**config.mk**
```make
export PLATFORM = sky130hd
export DESIGN_NAME = gpio_matrix_engine
export DESIGN_NICKNAME = d
export VERILOG_FILES = /design/src/rtl/gpio_matrix_pkg.sv /design/src/rtl/gpio_matrix_bank.sv /design/src/rtl/gpio_matrix_sample.sv /design/src/rtl/gpio_matrix_seq.sv /design/src/rtl/gpio_matrix_engine.sv
export SDC_FILE = /design/constraint.sdc
export NUM_CORES = 1
export LEC_CHECK = 0
export BUFFER_PORTS_ARGS = -buffer_cell sky130_fd_sc_hd__clkbuf_2
export CORE_MARGIN = 5
export CORE_UTILIZATION = 44
export CTS_CLUSTER_DIAMETER = 200
export CTS_CLUSTER_SIZE = 30
export DETAILED_ROUTE_END_ITERATION = 8
export PLACE_DENSITY = 0.84
export SLEW_MARGIN = 20
export SYNTH_ARGS = -nofsm -noshare
export SYNTH_HDL_FRONTEND = slang
export SYNTH_SLANG_ARGS = --single-unit
```
**constraint.sdc**
```tcl
create_clock -name clk -period 1.5 [get_ports clk]
set_input_delay 0.075 -clock clk [delete_from_list [all_inputs] [get_ports clk]]
set_output_delay 0.075 -clock clk [all_outputs]
set_load 0.05 [all_outputs]
```
**src/rtl/gpio_matrix_pkg.sv**
```systemverilog
// Shared types and channel map for the GPIO matrix engine.
// Assumes 16 channels, two 32-bit banks, and a fixed channel-to-pin map.
package gpio_matrix_pkg;

    localparam int NUM_CH = 16;
    localparam int WORD_W = 32;
    localparam int BANK_W = 32;

    typedef enum logic [1:0] {
        REG_OE   = 2'd0,
        REG_DIN  = 2'd1,
        REG_PAIR = 2'd2
    } reg_sel_e;

    typedef enum logic [3:0] {
        S_IDLE, S_LOAD,
        S_OE_RD_A, S_OE_WR_A, S_OE_RD_B, S_OE_WR_B,
        S_IN_A, S_IN_B, S_PAIR_A, S_PAIR_B,
        S_STORE, S_DONE
    } eng_state_e;

    // Which bank a channel lives on (1 = bank B).
    function automatic logic chan_on_b(input int ch);
        return !(ch >= 4 && ch <= 10);
    endfunction

    // Bit position of a channel inside its bank.
    function automatic logic [4:0] chan_bit(input int ch);
        case (ch)
            0:  return 5'd2;
            1:  return 5'd3;
            2:  return 5'd5;
            3:  return 5'd4;
            4:  return 5'd13;
            5:  return 5'd12;
            6:  return 5'd28;
            7:  return 5'd18;
            8:  return 5'd15;
            9:  return 5'd14;
            10: return 5'd19;
            11: return 5'd1;
            12: return 5'd22;
            13: return 5'd24;
            14: return 5'd23;
            default: return 5'd25;
        endcase
    endfunction

    // Pins of one bank that belong to the matrix.
    function automatic logic [BANK_W-1:0] bank_pins(input logic on_b);
        logic [BANK_W-1:0] m;
        m = '0;
        for (int ch = 0; ch < NUM_CH; ch++)
            if (chan_on_b(ch) == on_b) m[chan_bit(ch)] = 1'b1;
        return m;
    endfunction

endpackage

```
**src/rtl/gpio_matrix_bank.sv**
```systemverilog
// Per-bank mask builder. From the command word and the bank's current
// output-enable value it forms the new OE value and the set and clear masks.
// Assumes OE is active low (0 = output). Purely combinational; clk/rst_n
// serve the local checks only.
module gpio_matrix_bank
    import gpio_matrix_pkg::*;
#(
    parameter bit ON_B = 1'b0
) (
    input  logic              clk,
    input  logic              rst_n,
    input  logic [WORD_W-1:0] word,
    input  logic [BANK_W-1:0] oe_cur,
    output logic [BANK_W-1:0] oe_new,
    output logic [BANK_W-1:0] set_mask,
    output logic [BANK_W-1:0] clr_mask
);
    localparam int HALF = WORD_W / 2;

    // Merge direction bits into OE and pick set or clear per output pin.
    always_comb begin
        oe_new   = oe_cur;
        set_mask = '0;
        clr_mask = '0;
        for (int ch = 0; ch < NUM_CH; ch++) begin
            if (chan_on_b(ch) == ON_B) begin
                if (word[ch]) begin
                    oe_new[chan_bit(ch)] = 1'b1;
                end else begin
                    oe_new[chan_bit(ch)] = 1'b0;
                    if (word[ch+HALF]) set_mask[chan_bit(ch)] = 1'b1;
                    else               clr_mask[chan_bit(ch)] = 1'b1;
                end
            end
        end
    end

    // a pin is never both set and cleared
    p_masks_disjoint_r1: assert property (@(posedge clk) disable iff (!rst_n)
        (set_mask & clr_mask) == '0);

    // masks only touch pins that are outputs
    p_input_quiet_r2: assert property (@(posedge clk) disable iff (!rst_n)
        ((set_mask | clr_mask) & oe_new) == '0);

endmodule

```
**src/rtl/gpio_matrix_sample.sv**
```systemverilog
// Input write-back. Copies each input channel's sampled pin level into
// bit ch+16 of the command word; output channels are left as fetched.
// Assumes both banks' input registers were captured in the same frame.
module gpio_matrix_sample
    import gpio_matrix_pkg::*;
(
    input  logic [WORD_W-1:0] word,
    input  logic [BANK_W-1:0] din_a,
    input  logic [BANK_W-1:0] din_b,
    output logic [WORD_W-1:0] word_upd
);
    localparam int HALF = WORD_W / 2;

    // Replace level bits of input channels with their sampled pins.
    always_comb begin
        word_upd = word;
        for (int ch = 0; ch < NUM_CH; ch++) begin
            if (word[ch])
                word_upd[ch+HALF] = chan_on_b(ch) ? din_b[chan_bit(ch)]
                                                  : din_a[chan_bit(ch)];
        end
    end

endmodule

```
**src/rtl/gpio_matrix_seq.sv**
```systemverilog
// Frame sequencer. Accepts a gated request, then steps through the fixed
// transfer order (fetch, OE A, OE B, inputs, pair writes, store), holding
// each strobe until acknowledged. Owns the word pointer.
// Assumes ack arrives on a later cycle than the strobe rises.
module gpio_matrix_seq
    import gpio_matrix_pkg::*;
#(
    parameter int ADDR_W    = 16,
    parameter int SKIP_BITS = 2,
    parameter int PTR_STEP  = 4
) (
    input  logic                 clk,
    input  logic                 rst_n,
    input  logic                 enable,
    input  logic                 start,
    input  logic [SKIP_BITS-1:0] xfer_phase,
    input  logic                 ptr_load,
    input  logic [ADDR_W-1:0]    ptr_init,
    output logic                 mem_rd,
    output logic                 mem_wr,
    output logic [ADDR_W-1:0]    mem_addr,
    output logic [WORD_W-1:0]    mem_wdata,
    input  logic [WORD_W-1:0]    mem_rdata,
    input  logic                 mem_ack,
    output logic                 bus_rd,
    output logic                 bus_wr,
    output logic                 bus_bank,
    output logic [1:0]           bus_reg,
    output logic [2*BANK_W-1:0]  bus_wdata,
    input  logic [BANK_W-1:0]    bus_rdata,
    input  logic                 bus_ack,
    output logic [WORD_W-1:0]    word_q,
    output logic [BANK_W-1:0]    oe_q,
    output logic [BANK_W-1:0]    din_a_q,
    output logic [BANK_W-1:0]    din_b_q,
    input  logic [BANK_W-1:0]    oe_new_a,
    input  logic [BANK_W-1:0]    oe_new_b,
    input  logic [BANK_W-1:0]    set_a,
    input  logic [BANK_W-1:0]    clr_a,
    input  logic [BANK_W-1:0]    set_b,
    input  logic [BANK_W-1:0]    clr_b,
    input  logic [WORD_W-1:0]    word_upd,
    output logic                 done
);
    localparam logic [ADDR_W-1:0] STEP = ADDR_W'(PTR_STEP);

    eng_state_e          state;
    logic [ADDR_W-1:0]   ptr_q;
    logic                go_ok;
    logic                acked;

    assign go_ok = enable && (xfer_phase == '0);
    assign acked = mem_ack || bus_ack;

    // State register: advance on each acknowledged transfer.
    always_ff @(posedge clk) begin
        if (!rst_n) begin
            state <= S_IDLE;
        end else begin
            case (state)
                S_IDLE:    if (start && go_ok) state <= S_LOAD;
                S_LOAD:    if (acked) state <= S_OE_RD_A;
                S_OE_RD_A: if (acked) state <= S_OE_WR_A;
                S_OE_WR_A: if (acked) state <= S_OE_RD_B;
                S_OE_RD_B: if (acked) state <= S_OE_WR_B;
                S_OE_WR_B: if (acked) state <= S_IN_A;
                S_IN_A:    if (acked) state <= S_IN_B;
                S_IN_B:    if (acked) state <= S_PAIR_A;
                S_PAIR_A:  if (acked) state <= S_PAIR_B;
                S_PAIR_B:  if (acked) state <= S_STORE;
                S_STORE:   if (acked) state <= S_DONE;
                default:   state <= S_IDLE;
            endcase
        end
    end

    // Capture registers for fetched word, current OE and input samples.
    always_ff @(posedge clk) begin
        if (!rst_n) begin
            word_q  <= '0;
            oe_q    <= '0;
            din_a_q <= '0;
            din_b_q <= '0;
        end else begin
            if (state == S_LOAD && mem_ack) word_q <= mem_rdata;
            if ((state == S_OE_RD_A || state == S_OE_RD_B) && bus_ack) oe_q <= bus_rdata;
            if (state == S_IN_A && bus_ack) din_a_q <= bus_rdata;
            if (state == S_IN_B && bus_ack) din_b_q <= bus_rdata;
        end
    end

    // Word pointer: load while idle, step after each stored word.
    always_ff @(posedge clk) begin
        if (!rst_n)                           ptr_q <= '0;
        else if (state == S_IDLE && ptr_load) ptr_q <= ptr_init;
        else if (state == S_STORE && mem_ack) ptr_q <= ptr_q + STEP;
    end

    // Strobe and data decode per state.
    always_comb begin
        mem_rd    = (state == S_LOAD);
        mem_wr    = (state == S_STORE);
        mem_addr  = ptr_q;
        mem_wdata = word_upd;
        bus_rd    = 1'b0;
        bus_wr    = 1'b0;
        bus_bank  = 1'b0;
        bus_reg   = REG_OE;
        bus_wdata = '0;
        case (state)
            S_OE_RD_A: bus_rd = 1'b1;
            S_OE_WR_A: begin bus_wr = 1'b1; bus_wdata = {{BANK_W{1'b0}}, oe_new_a}; end
            S_OE_RD_B: begin bus_rd = 1'b1; bus_bank = 1'b1; end
            S_OE_WR_B: begin bus_wr = 1'b1; bus_bank = 1'b1;
                             bus_wdata = {{BANK_W{1'b0}}, oe_new_b}; end
            S_IN_A:    begin bus_rd = 1'b1; bus_reg = REG_DIN; end
            S_IN_B:    begin bus_rd = 1'b1; bus_bank = 1'b1; bus_reg = REG_DIN; end
            S_PAIR_A:  begin bus_wr = 1'b1; bus_reg = REG_PAIR; bus_wdata = {set_a, clr_a}; end
            S_PAIR_B:  begin bus_wr = 1'b1; bus_bank = 1'b1; bus_reg = REG_PAIR;
                             bus_wdata = {set_b, clr_b}; end
            default: ;
        endcase
    end

    assign done = (state == S_DONE);

    // at most one transfer strobe at a time
    p_one_strobe_r6: assert property (@(posedge clk) disable iff (!rst_n)
        $countones({mem_rd, mem_wr, bus_rd, bus_wr}) <= 1);

    // a pending memory read holds its address
    p_hold_addr_r6: assert property (@(posedge clk) disable iff (!rst_n)
        (mem_rd && !mem_ack) |=> (mem_rd && $stable(mem_addr)));

    // OE write keeps non-matrix bits as read
    p_oe_keep_r3: assert property (@(posedge clk) disable iff (!rst_n)
        (bus_wr && bus_reg == REG_OE) |->
        (((bus_wdata[BANK_W-1:0] ^ oe_q) & ~bank_pins(bus_bank)) == '0));

    // gated request leaves the engine idle
    p_gate_r7: assert property (@(posedge clk) disable iff (!rst_n)
        (state == S_IDLE && start && !go_ok) |=> (state == S_IDLE));

    // done follows an acknowledged write-back
    p_done_after_store_r9: assert property (@(posedge clk) disable iff (!rst_n)
        done |-> $past(mem_wr && mem_ack));

    // done lasts one cycle
    p_done_pulse_r9: assert property (@(posedge clk) disable iff (!rst_n)
        done |=> !done);

    // pointer has advanced one step when done rises
    p_ptr_step_r8: assert property (@(posedge clk) disable iff (!rst_n)
        done |-> (ptr_q == $past(ptr_q) + STEP));

endmodule

```
**src/rtl/gpio_matrix_engine.sv**
```systemverilog
// Top of the GPIO matrix engine. Wires the sequencer, one mask builder per
// bank (generated) and the input write-back stage.
// Assumes a single outstanding transfer on each port.
module gpio_matrix_engine
    import gpio_matrix_pkg::*;
#(
    parameter int ADDR_W    = 16,
    parameter int SKIP_BITS = 2,
    parameter int PTR_STEP  = 4
) (
    input  logic                 clk,
    input  logic                 rst_n,
    input  logic                 enable,
    input  logic                 start,
    input  logic [SKIP_BITS-1:0] xfer_phase,
    input  logic                 ptr_load,
    input  logic [ADDR_W-1:0]    ptr_init,
    output logic                 mem_rd,
    output logic                 mem_wr,
    output logic [ADDR_W-1:0]    mem_addr,
    output logic [31:0]          mem_wdata,
    input  logic [31:0]          mem_rdata,
    input  logic                 mem_ack,
    output logic                 bus_rd,
    output logic                 bus_wr,
    output logic                 bus_bank,
    output logic [1:0]           bus_reg,
    output logic [63:0]          bus_wdata,
    input  logic [31:0]          bus_rdata,
    input  logic                 bus_ack,
    output logic                 done
);
    localparam int NUM_BANKS = 2;

    logic [WORD_W-1:0] word_q, word_upd;
    logic [BANK_W-1:0] oe_q, din_a_q, din_b_q;
    logic [BANK_W-1:0] oe_new [NUM_BANKS];
    logic [BANK_W-1:0] set_m  [NUM_BANKS];
    logic [BANK_W-1:0] clr_m  [NUM_BANKS];

    gpio_matrix_seq #(
        .ADDR_W(ADDR_W), .SKIP_BITS(SKIP_BITS), .PTR_STEP(PTR_STEP)
    ) u_seq (
        .clk(clk), .rst_n(rst_n), .enable(enable), .start(start),
        .xfer_phase(xfer_phase), .ptr_load(ptr_load), .ptr_init(ptr_init),
        .mem_rd(mem_rd), .mem_wr(mem_wr), .mem_addr(mem_addr),
        .mem_wdata(mem_wdata), .mem_rdata(mem_rdata), .mem_ack(mem_ack),
        .bus_rd(bus_rd), .bus_wr(bus_wr), .bus_bank(bus_bank), .bus_reg(bus_reg),
        .bus_wdata(bus_wdata), .bus_rdata(bus_rdata), .bus_ack(bus_ack),
        .word_q(word_q), .oe_q(oe_q), .din_a_q(din_a_q), .din_b_q(din_b_q),
        .oe_new_a(oe_new[0]), .oe_new_b(oe_new[1]),
        .set_a(set_m[0]), .clr_a(clr_m[0]), .set_b(set_m[1]), .clr_b(clr_m[1]),
        .word_upd(word_upd), .done(done)
    );

    // One mask builder per bank; both see the OE value latched for the
    // bank currently being serviced.
    for (genvar b = 0; b < NUM_BANKS; b++) begin : g_bank
        gpio_matrix_bank #(.ON_B(b[0])) u_bank (
            .clk(clk), .rst_n(rst_n), .word(word_q), .oe_cur(oe_q),
            .oe_new(oe_new[b]), .set_mask(set_m[b]), .clr_mask(clr_m[b])
        );
    end

    gpio_matrix_sample u_sample (
        .word(word_q), .din_a(din_a_q), .din_b(din_b_q), .word_upd(word_upd)
    );

endmodule

```
==> results of run 1 <==
-- report_power, final --
| part | internal (mW) | leakage [nW] | total [mW] | switching, mW |
|---|---|---|---|---|
| clock network | 1.20 | 0.139 | 2.35 | 1.15 |
| registers | 2.75 | 0.822 | 2.89 | 0.144 |
| logic | 0.651 | 3.14 | 1.73 | 1.07 |
| total | 4.60 | 4.10 | 6.97 | 2.37 |
-- layout make-up --
class | instances | area [µm²]
multi-input cells | 489 | 3930
clock inverters | 5 | 42.5
well taps | 140 | 175
diodes | 2 | 5.00
fillers | 326 | 886
flip-flops and latches | 100 | 2060
clock buffers | 11 | 243
repair buffers | 359 | 3560
inverters | 4 | 27.5
-- flip-flops by register name, summed over array words and instances, names as in the netlist --
signal	count
u_seq.din_b_q	9
u_seq.state	4
u_seq.mem_addr	16
u_seq.oe_q	32
u_seq.din_a_q	7
u_seq.word_q	32
-- synthesized netlist by cell type (14+ instances only) --
cell / count / area [µm²]
dfxtp_1: 100 / 2000
nand2_1: 176 / 661
nor2b_1: 18 / 113
nand2b_1: 24 / 150
a21oi_1: 74 / 370
clkbuf_1: 24 / 90.1
nand3_1: 14 / 70.1
buf_2: 15 / 75.1
nor2_1: 49 / 184
buf_4: 36 / 270
mux2i_1: 16 / 160
a221o_1: 16 / 160
nor3_1: 21 / 105
-- timing repair --
| action | in CTS | in global routing |
|---|---|---|
| resized for setup | 141 | 314 |
| pin swaps | 26 | 111 |
| hold endpoints to repair | 78 | 0 |
| endpoints found under the setup margin | 87 | 157 |
| hold buffers | 73 | 0 |
| gates cloned | 3 | 11 |
| setup buffers | 17 | 23 |
-- worst max-delay path: cells and delay by family (launching register included) --
family                 cells  cell delay (ns)
DFF                        1             0.36
AOI/OAI and AO/OA          1             0.20
and+or+nand+nor            3             0.70
buffers and inverters      2             0.31
-- per-stage QoR --
stage	utilization (%)	TNS [ns]	hold slack [ns]	power [mW]
6_report	91.9	-37.75	0.0123	6.97
5_1_grt	91.9	-42.98	0.0449	7.11
4_1_cts	79.3	-18.82	0.00312	6.35
3_5_place_dp	62.7	-4.73	0.305	3.93
3_3_place_gp	62.7	-2.89	0.298	3.91
2_1_floorplan	-	-2.75	0.211	3.62
-- per-layer routing --
layer / routed length (µm) / part of all wire (%) / vias up / track usage, %
met5: 0 / 0 / - / 0
met4: 3270 / 10 / 0 / 16.2
met1: 9740 / 31 / 3265 / 32.9
met3: 3540 / 11 / 285 / 6.27
met2: 15000 / 48 / 738 / 54.7
li1: - / - / 2776 / -
-- cells by family (layout without fill, tap and decap cells) --
kind of cell               after synthesis  count (layout)
and+or+nand+nor                        332             332
AOI/OAI and AO/OA                      114             114
DFF                                    100             100
buffers and inverters                   80             379
muxes                                   16              16
xor gates and xnor gates                10              10
adders and majority gates                1               1
other                                    1              18
-- final timing paths --
path	from	to	cells past startpoint
setup / recovery	u_seq.state[2]$_SDFFE_PN0P_	bus_wdata[14]	6
hold reg to reg	u_seq.oe_q[4]$_SDFFE_PN0P_	u_seq.oe_q[4]$_SDFFE_PN0P_	2
hold / removal	ptr_init[4]	u_seq.mem_addr[4]$_SDFFE_PN0P_	3
setup reg to reg	u_seq.state[3]$_SDFFE_PN0P_	u_seq.din_a_q[15]$_SDFFE_PN0P_	9
==> flow_summary_export.csv, run 1 <==
group,metric,value,unit
synth,dominantRegCellSynth,"dfxtp_1",
synth,synth_area,4940,µm²
synth,async_flop_share,0,%
status,violations,"negative setup slack",
clock_tree,cts_buffers,9,
synth,syn_avg_cell_area,7.56,µm²
setup_path,crit_required,1.42,ns
setup_path,reg2reg_setup_slack,-0.41,ns
synth,synth_top_family_by_area,"simple AND/OR/NAND/NOR gates",
synth,synthXorXnorAreaFrac,1.77,%
timing,hold_viol_final,0,
timing,fin_ws,-0.505,ns
clock_tree,clk_pin_slew,0.08,ns
global_route,first_global_vias,6442,
drt,firstDrtPassIters,6,
floorplan,core,10900,µm²
synth,ys_seq_area_share,40.5,%
drt,route.vias.total,7064,
global_route,grt_overflow,0,
setup_path,cp-end-kind,"output port",
floorplan,die_x,116,µm
clock_tree,cts_tree,"yes",
timing,period_needed,2.00,ns
timing,finalMaxSlewViolations,0,
power,leakagePower,4.10,nW
drt,routed_wl,31.5,mm
hold_path,hp-class,"in2reg",
clock_tree,cts_sinks,100,
setup_path,cpMostUsedCell,"buf_12",
synth,yosys.area_share.simple,30.9,%
clock_tree,clkLatencyLatePin,0.35,ns
place,post-place-cells,973,
global_route,grt_pass1_wl,32.2,mm
setup_path,cp-start-kind,"register",
setup_path,cp_cell_sequence,"nand2b_4, or3_4, buf_12, nor3_2, a221o_2, buf_12",
cells_and_area,final_common_cell,"clkbuf_2",
timing,tightest_slew,0.721,ns
clock_tree,cts-root-buf,"clkbuf_16",
timing,fin_crit_sh,134,%
cells_and_area,areaGrowthSynthToFinish,103,%
cells_and_area,final_area,10000,µm²
cells_and_area,final_cell_mix,"clkbuf_2, nand2_1, dfxtp_1",
status,outcome,"complete, but fails checks",
place,numPortBuffers,192,
drt,drt_iter0_markers,883,
floorplan,die_y,116,µm
timing,slew_headroom,51.9,%
floorplan,initial_utilization,45.2,%
floorplan,num_rows,38,
floorplan,io_pins,209,
synth,synth.area.mux_share,3.24,%
drt,wire_per_inst,28.4,µm
drt,via_per_inst,6.36,
power,ir_drop,0.000721,V
timing,setup_violations,158,
clock_tree,htreeDepth,3,
timing,clock_skew,0.0112,ns
synth,synth_edf_count,0,
run,cap_violations,0,
synth,synthAdderAreaFrac,0.253,%
setup_path,cpMaxStageDelayCell,"or3_4",
power,powerDensity,693,nW/µm²
place,gp_congestion,0.849,
drt,ant_nets,0,
cells_and_area,drive_gt1_share,59.4,%
synth,yosysUniqueCellTypes,48,
cells_and_area,nets,1053,
synth,ys_seq_elements,100,
place,placed_cell_area,6850,µm²
synth,synth_compound_area_share,14.0,%
drt,drcViolationCount,0,
setup_path,crit_type,"reg2out",
global_route,grtUsageTotal,30.2,%
place,dpl_worst_slack,-0.146,ns
timing,grt_setup_unrepaired,"yes",
timing,fmax,499,MHz
synth,syn_inst,654,
global_route,grt_antenna_before_repair,1,
place,place_hpwl,10.8,mm
setup_path,worst_ep_arrival_time,1.93,ns
setup_path,crit_fanout,13,
synth,synth_warnings,0,
cells_and_area,final_cells,1110,
clock_tree,cts_max_path_buffers,2,
global_route,grt_max_degree,46,
floorplan,fp.dieArea,13500,µm²
setup_path,critical_path.max_stage_delay,0.38,ns
Power figures use the tool's default switching activity.
==> run 2: changes to the inputs <==
Settings changed: SKIP_CTS_REPAIR_TIMING set to 1.
==> run 2 against run 1 <==
Compared with the run above: the run ends with negative hold slack, negative setup slack left; sequential share of layout area grew 2.9 points; critical path depth grew 1; global-route usage shrank 8.6 points; flip-flop and latch count is the same; hold slack lost 0.033 ns; clock power shrank 4%.
==> flow_summary_export.csv, run 2 (synthesis gave the netlist of run 1 again) <==
group,metric,value,unit
floorplan,core,10900,µm²
place,numPortBuffers,192,
timing,fin_crit_sh,131,%
cells_and_area,seq_area,2050,µm²
timing,tightest_slew,0.535,ns
hold_path,worstHoldStart,"bus_rdata[24]",
status,outcome,"complete, but fails checks",
cells_and_area,multi_input_area,3200,µm²
run,cap_violations,0,
drt,firstDrtPassIters,5,
floorplan,io_pins,209,
clock_tree,cts_buffers,9,
drt,routed_wl,21.8,mm
timing,period_needed,1.97,ns
power,ir_drop,0.000707,V
place,place_hpwl,10.8,mm
cells_and_area,drive_gt1_share,44.4,%
cells_and_area,nets,1021,
setup_path,crit_required,1.42,ns
power,leakagePower,3.66,nW
setup_path,crit_fanout,8,
place,placed_cell_area,6850,µm²
clock_tree,cts-root-buf,"clkbuf_16",
clock_tree,clk_pin_slew,0.07,ns
place,gp_congestion,0.849,
clock_tree,clkLatencyLatePin,0.34,ns
floorplan,fp.dieArea,13500,µm²
drt,wire_per_inst,20.2,µm
timing,slew_headroom,64.3,%
cells_and_area,final_cell_mix,"nand2_1, clkbuf_2, dfxtp_1",
setup_path,cp-start-kind,"register",
cells_and_area,fillers,558,
global_route,grt_max_degree,46,
setup_path,crit_type,"reg2out",
clock_tree,htreeDepth,3,
drt,drt_iter0_markers,633,
global_route,first_global_vias,4880,
timing,fin_ws,-0.465,ns
drt,ant_nets,0,
clock_tree,cts_sinks,100,
setup_path,rr_startpoint,"u_seq.state[1]$_SDFFE_PN0P_",
timing,grt_setup_unrepaired,"yes",
global_route,grt_pass1_wl,23.5,mm
timing,fmax,509,MHz
timing,fin_hold_ws,-0.0210,ns
hold_path,hp-class,"in2reg",
floorplan,initial_utilization,45.2,%
setup_path,crit_path_start,"u_seq.state[3]$_SDFFE_PN0P_",
cells_and_area,final_area,8770,µm²
timing,hold_viol_final,4,
timing,finalMaxSlewViolations,0,
cells_and_area,areaGrowthSynthToFinish,77.4,%
setup_path,worst_ep_arrival_time,1.89,ns
timing,setup_violations,119,
clock_tree,cts_tree,"yes",
setup_path,cp-end-kind,"output port",
global_route,grtUsageTotal,21.6,%
drt,via_per_inst,5.63,
timing,clock_skew,0.00751,ns
global_route,grt_overflow,0,
status,violations,"negative hold slack, negative setup slack",
floorplan,num_rows,38,
clock_tree,cts_max_path_buffers,2,
cells_and_area,final_common_cell,"nand2_1",
drt,drcViolationCount,0,
power,powerDensity,739,nW/µm²
drt,route.vias.total,6068,
global_route,grt_antenna_before_repair,1,
floorplan,die_x,116,µm
floorplan,die_y,116,µm
-- run 2: cell types whose count changed in the layout (fill, tap and decap cells not counted), moves of 16 or more --
| cell | previous run | this run |
|---|---|---|
| nand2_1 | 99 | 172 |
| a21oi_1 | 21 | 73 |
| a21oi_2 | 53 | 1 |
| nand2_4 | 45 | 2 |
| buf_8 | 42 | 11 |
| nand2_2 | 33 | 3 |
| buf_6 | 36 | 52 |
| dlygate4sd3_1 | 73 | 57 |
-- run 2: layer usage --
layer  track usage (%)  part of all wire, %
met1              26.8                   36
met2              37.6                   51
met3              5.38                  9.4
met4              5.49                  3.7
met5                 0                    0
-- run 2: path summary, 6_finish.rpt --
kind	end	slack [ns]	cells past startpoint
worst max-delay path	bus_wdata[5]	-0.47	7
worst min-delay path	u_seq.oe_q[24]$_SDFFE_PN0P_	-0.02	3
worst max register to register	u_seq.mem_addr[10]$_SDFFE_PN0P_	-0.40	9
worst min register to register	u_seq.oe_q[3]$_SDFFE_PN0P_	0.46	2
-- run 2: power by group --
group	leakage [nW]	internal [mW]	switching [mW]
clock network	0.139	1.20	1.06
logic	2.71	0.519	0.840
registers	0.820	2.75	0.112
-- run 2: layout make-up --
cell class              instances  area share, %
multi-input cells             489           36.4
repair buffers                327           34.6
flip-flops and latches        100           23.4
clock buffers                  11           2.77
well taps                     140           2.00
clock inverters                 5          0.485
inverters                       4          0.314
diodes                          1         0.0285
-- run 2: per-stage QoR --
step / setup WS [ns] / TNS (ns) / power, mW / util [%] / instances
2_1_floorplan: -0.201 / -2.75 / 3.62 / - / 669
6_report: -0.465 / -27.94 / 6.48 / 80.2 / 1077
5_1_grt: -0.506 / -35.05 / 6.68 / 80.2 / 1077
4_1_cts: -0.481 / -22.72 / 6.16 / 65.3 / 989
3_3_place_gp: -0.134 / -2.89 / 3.91 / 62.7 / 973
3_5_place_dp: -0.146 / -4.73 / 3.93 / 62.7 / 973
-- run 2: worst max-delay path, stage by stage (launching register included) --
cell	delay (ns)
dfxtp_2	0.35
buf_6	0.14
buf_6	0.11
nor3_4	0.30
buf_6	0.17
clkbuf_16	0.15
a221o_2	0.20
buf_12	0.14
==> run 3: changes to the inputs <==
Settings changed: REMOVE_ABC_BUFFERS set to 1.
==> run 3 against run 2 <==
Compared with the run above: the run still ends with negative hold slack, negative setup slack left; sequential share of layout area is 0.83 points higher; worst setup slack better by 0.064 ns; maximum frequency is 3.4% higher; cell area is 5.1% lower; utilization is 4.1 points lower; clock-buffer cell count is 1 lower; clock skew is 0.0033 ns higher; first-iteration DRC count is 37% lower; register-to-register slack better by 0.17 ns; global-route usage is 0.51 points lower; wire length is 11% lower; via count is 4.8% lower; largest cell class unchanged.
==> flow_summary_export.csv, run 3 (synthesis gave the netlist of run 1 again) <==
group,metric,value,unit
clock_tree,cts_buffers,9,
cells_and_area,finish.utilization,76.1,%
clock_tree,cts-root-buf,"clkbuf_16",
global_route,first_global_vias,4925,
setup_path,worst_ep_arrival_time,1.83,ns
cells_and_area,areaGrowthSynthToFinish,68.3,%
setup_path,reg2reg_setup_slack,-0.23,ns
cells_and_area,final_area,8320,µm²
hold_path,hp-class,"in2reg",
drt,ant_nets,0,
setup_path,crit_fanout,6,
timing,grt_setup_unrepaired,"yes",
setup_path,crit_type,"reg2out",
clock_tree,cts_tree,"yes",
cells_and_area,drive_gt1_share,39.1,%
drt,drcViolationCount,0,
global_route,grt_antenna_before_repair,0,
global_route,grt_max_degree,55,
timing,hold_viol_final,4,
floorplan,fp.dieArea,13500,µm²
timing,fin_hold_ws,-0.0231,ns
setup_path,r2r-end,"u_seq.mem_addr[9]$_SDFFE_PN0P_",
clock_tree,clk_pin_slew,0.07,ns
global_route,use_met2,36.0,%
timing,fin_ws,-0.401,ns
global_route,grt.busiest_layer,"met2",
hold_path,worstHoldStart,"bus_rdata[13]",
cells_and_area,diodes,0,
drt,route.vias.total,5775,
status,outcome,"complete, but fails checks",
status,violations,"negative hold slack, negative setup slack",
drt,routed_wl,19.5,mm
global_route,grt_overflow,0,
setup_path,cp-end-kind,"output port",
drt,drt_iter0_markers,398,
floorplan,die_y,116,µm
global_route,grt_pass1_wl,22.9,mm
timing,fin_crit_sh,127,%
hold_path,min_to,"u_seq.oe_q[13]$_SDFFE_PN0P_",
floorplan,initial_utilization,45.2,%
drt,wire_per_inst,18.0,µm
setup_path,cp-start-kind,"register",
global_route,grt_use_met3,7.00,%
cells_and_area,nets,1025,
place,numPortBuffers,192,
floorplan,die_x,116,µm
timing,finalMaxSlewViolations,0,
hold_path,worstHoldPathCells,3,
floorplan,io_pins,209,
drt,via_per_inst,5.36,
setup_path,rr_startpoint,"u_seq.state[3]$_SDFFE_PN0P_",
floorplan,core,10900,µm²
place,gp_congestion,0.825,
clock_tree,clkLatencyLatePin,0.34,ns
drt,firstDrtPassIters,5,
timing,period_needed,1.90,ns
timing,fmax,526,MHz
place,post-place-cells,984,
cells_and_area,final_cell_mix,"nand2_1, clkbuf_2, dfxtp_1",
cells_and_area,final_common_cell,"nand2_1",
cells_and_area,final_cells,1078,
clock_tree,htreeDepth,3,
clock_tree,cts_max_path_buffers,2,
setup_path,crit_required,1.42,ns
clock_tree,cts_sinks,100,
timing,setup_violations,83,
floorplan,num_rows,38,
setup_path,rr_worst_depth,7,
power,leakagePower,3.53,nW
run,cap_violations,0,
place,place_hpwl,10.8,mm
global_route,grt_use_met1,25.4,%
timing,clock_skew,0.0108,ns
power,powerDensity,795,nW/µm²
global_route,grtUsageTotal,21.1,%
power,ir_drop,0.000551,V
place,placed_cell_area,6440,µm²
## run 3: through the flow
stage               total power [mW]  TNS [ns]  setup WS (ns)
floorplan                       3.49    -58.70         -0.935
global placement                3.92     -3.29         -0.163
detailed placement              3.94     -6.85         -0.198
CTS                             6.37    -27.88         -0.568
global route                    6.83    -22.83         -0.457
finish                          6.61    -15.12         -0.401
## run 3: layout make-up
| type | instances | area, µm² |
|---|---|---|
| multi-input combinational | 489 | 2950 |
| timing repair buffer | 331 | 2860 |
| fill | 678 | 2620 |
| sequential | 100 | 2020 |
| clock buffer | 10 | 229 |
| tap | 140 | 175 |
| clock inverter | 4 | 76.3 |
| inverter | 4 | 20.0 |
## run 3: where the power goes
part / switching [mW] / internal [mW] / leakage [nW] / total [mW]
logic: 0.802 / 0.511 / 2.57 / 1.31
clock network: 1.01 / 1.45 / 0.145 / 2.46
registers: 0.0959 / 2.75 / 0.814 / 2.84
total: 1.91 / 4.71 / 3.53 / 6.61
## run 3: how the worst max path moves through the flow
stage	startpoint	to	slack (ns)
global placement	u_seq.state[2]$_SDFFE_PN0P_	bus_wdata[19]	-0.16
global route	u_seq.state[2]$_SDFFE_PN0P_	bus_wdata[12]	-0.46
floorplan	u_seq.state[1]$_SDFFE_PN0P_	bus_wdata[0]	-0.93
detailed placement	u_seq.state[2]$_SDFFE_PN0P_	bus_wdata[19]	-0.20
finish	u_seq.state[2]$_SDFFE_PN0P_	bus_wdata[12]	-0.40
CTS	u_seq.state[2]$_SDFFE_PN0P_	bus_wdata[19]	-0.57
## run 3: per-layer routing
metal / vias up / wire length, µm
met1: 2713 / 7210
met4: 0 / 810
met2: 285 / 9960
met5: - / 0
met3: 71 / 1470
li1: 2706 / -
## run 3: worst max-delay path: stages, from the launching register on
cell,delay (ns)
dfxtp_2,0.33
nand2b_4,0.14
or3_4,0.37
buf_6,0.16
nor3_2,0.15
a221o_1,0.17
buf_6,0.17
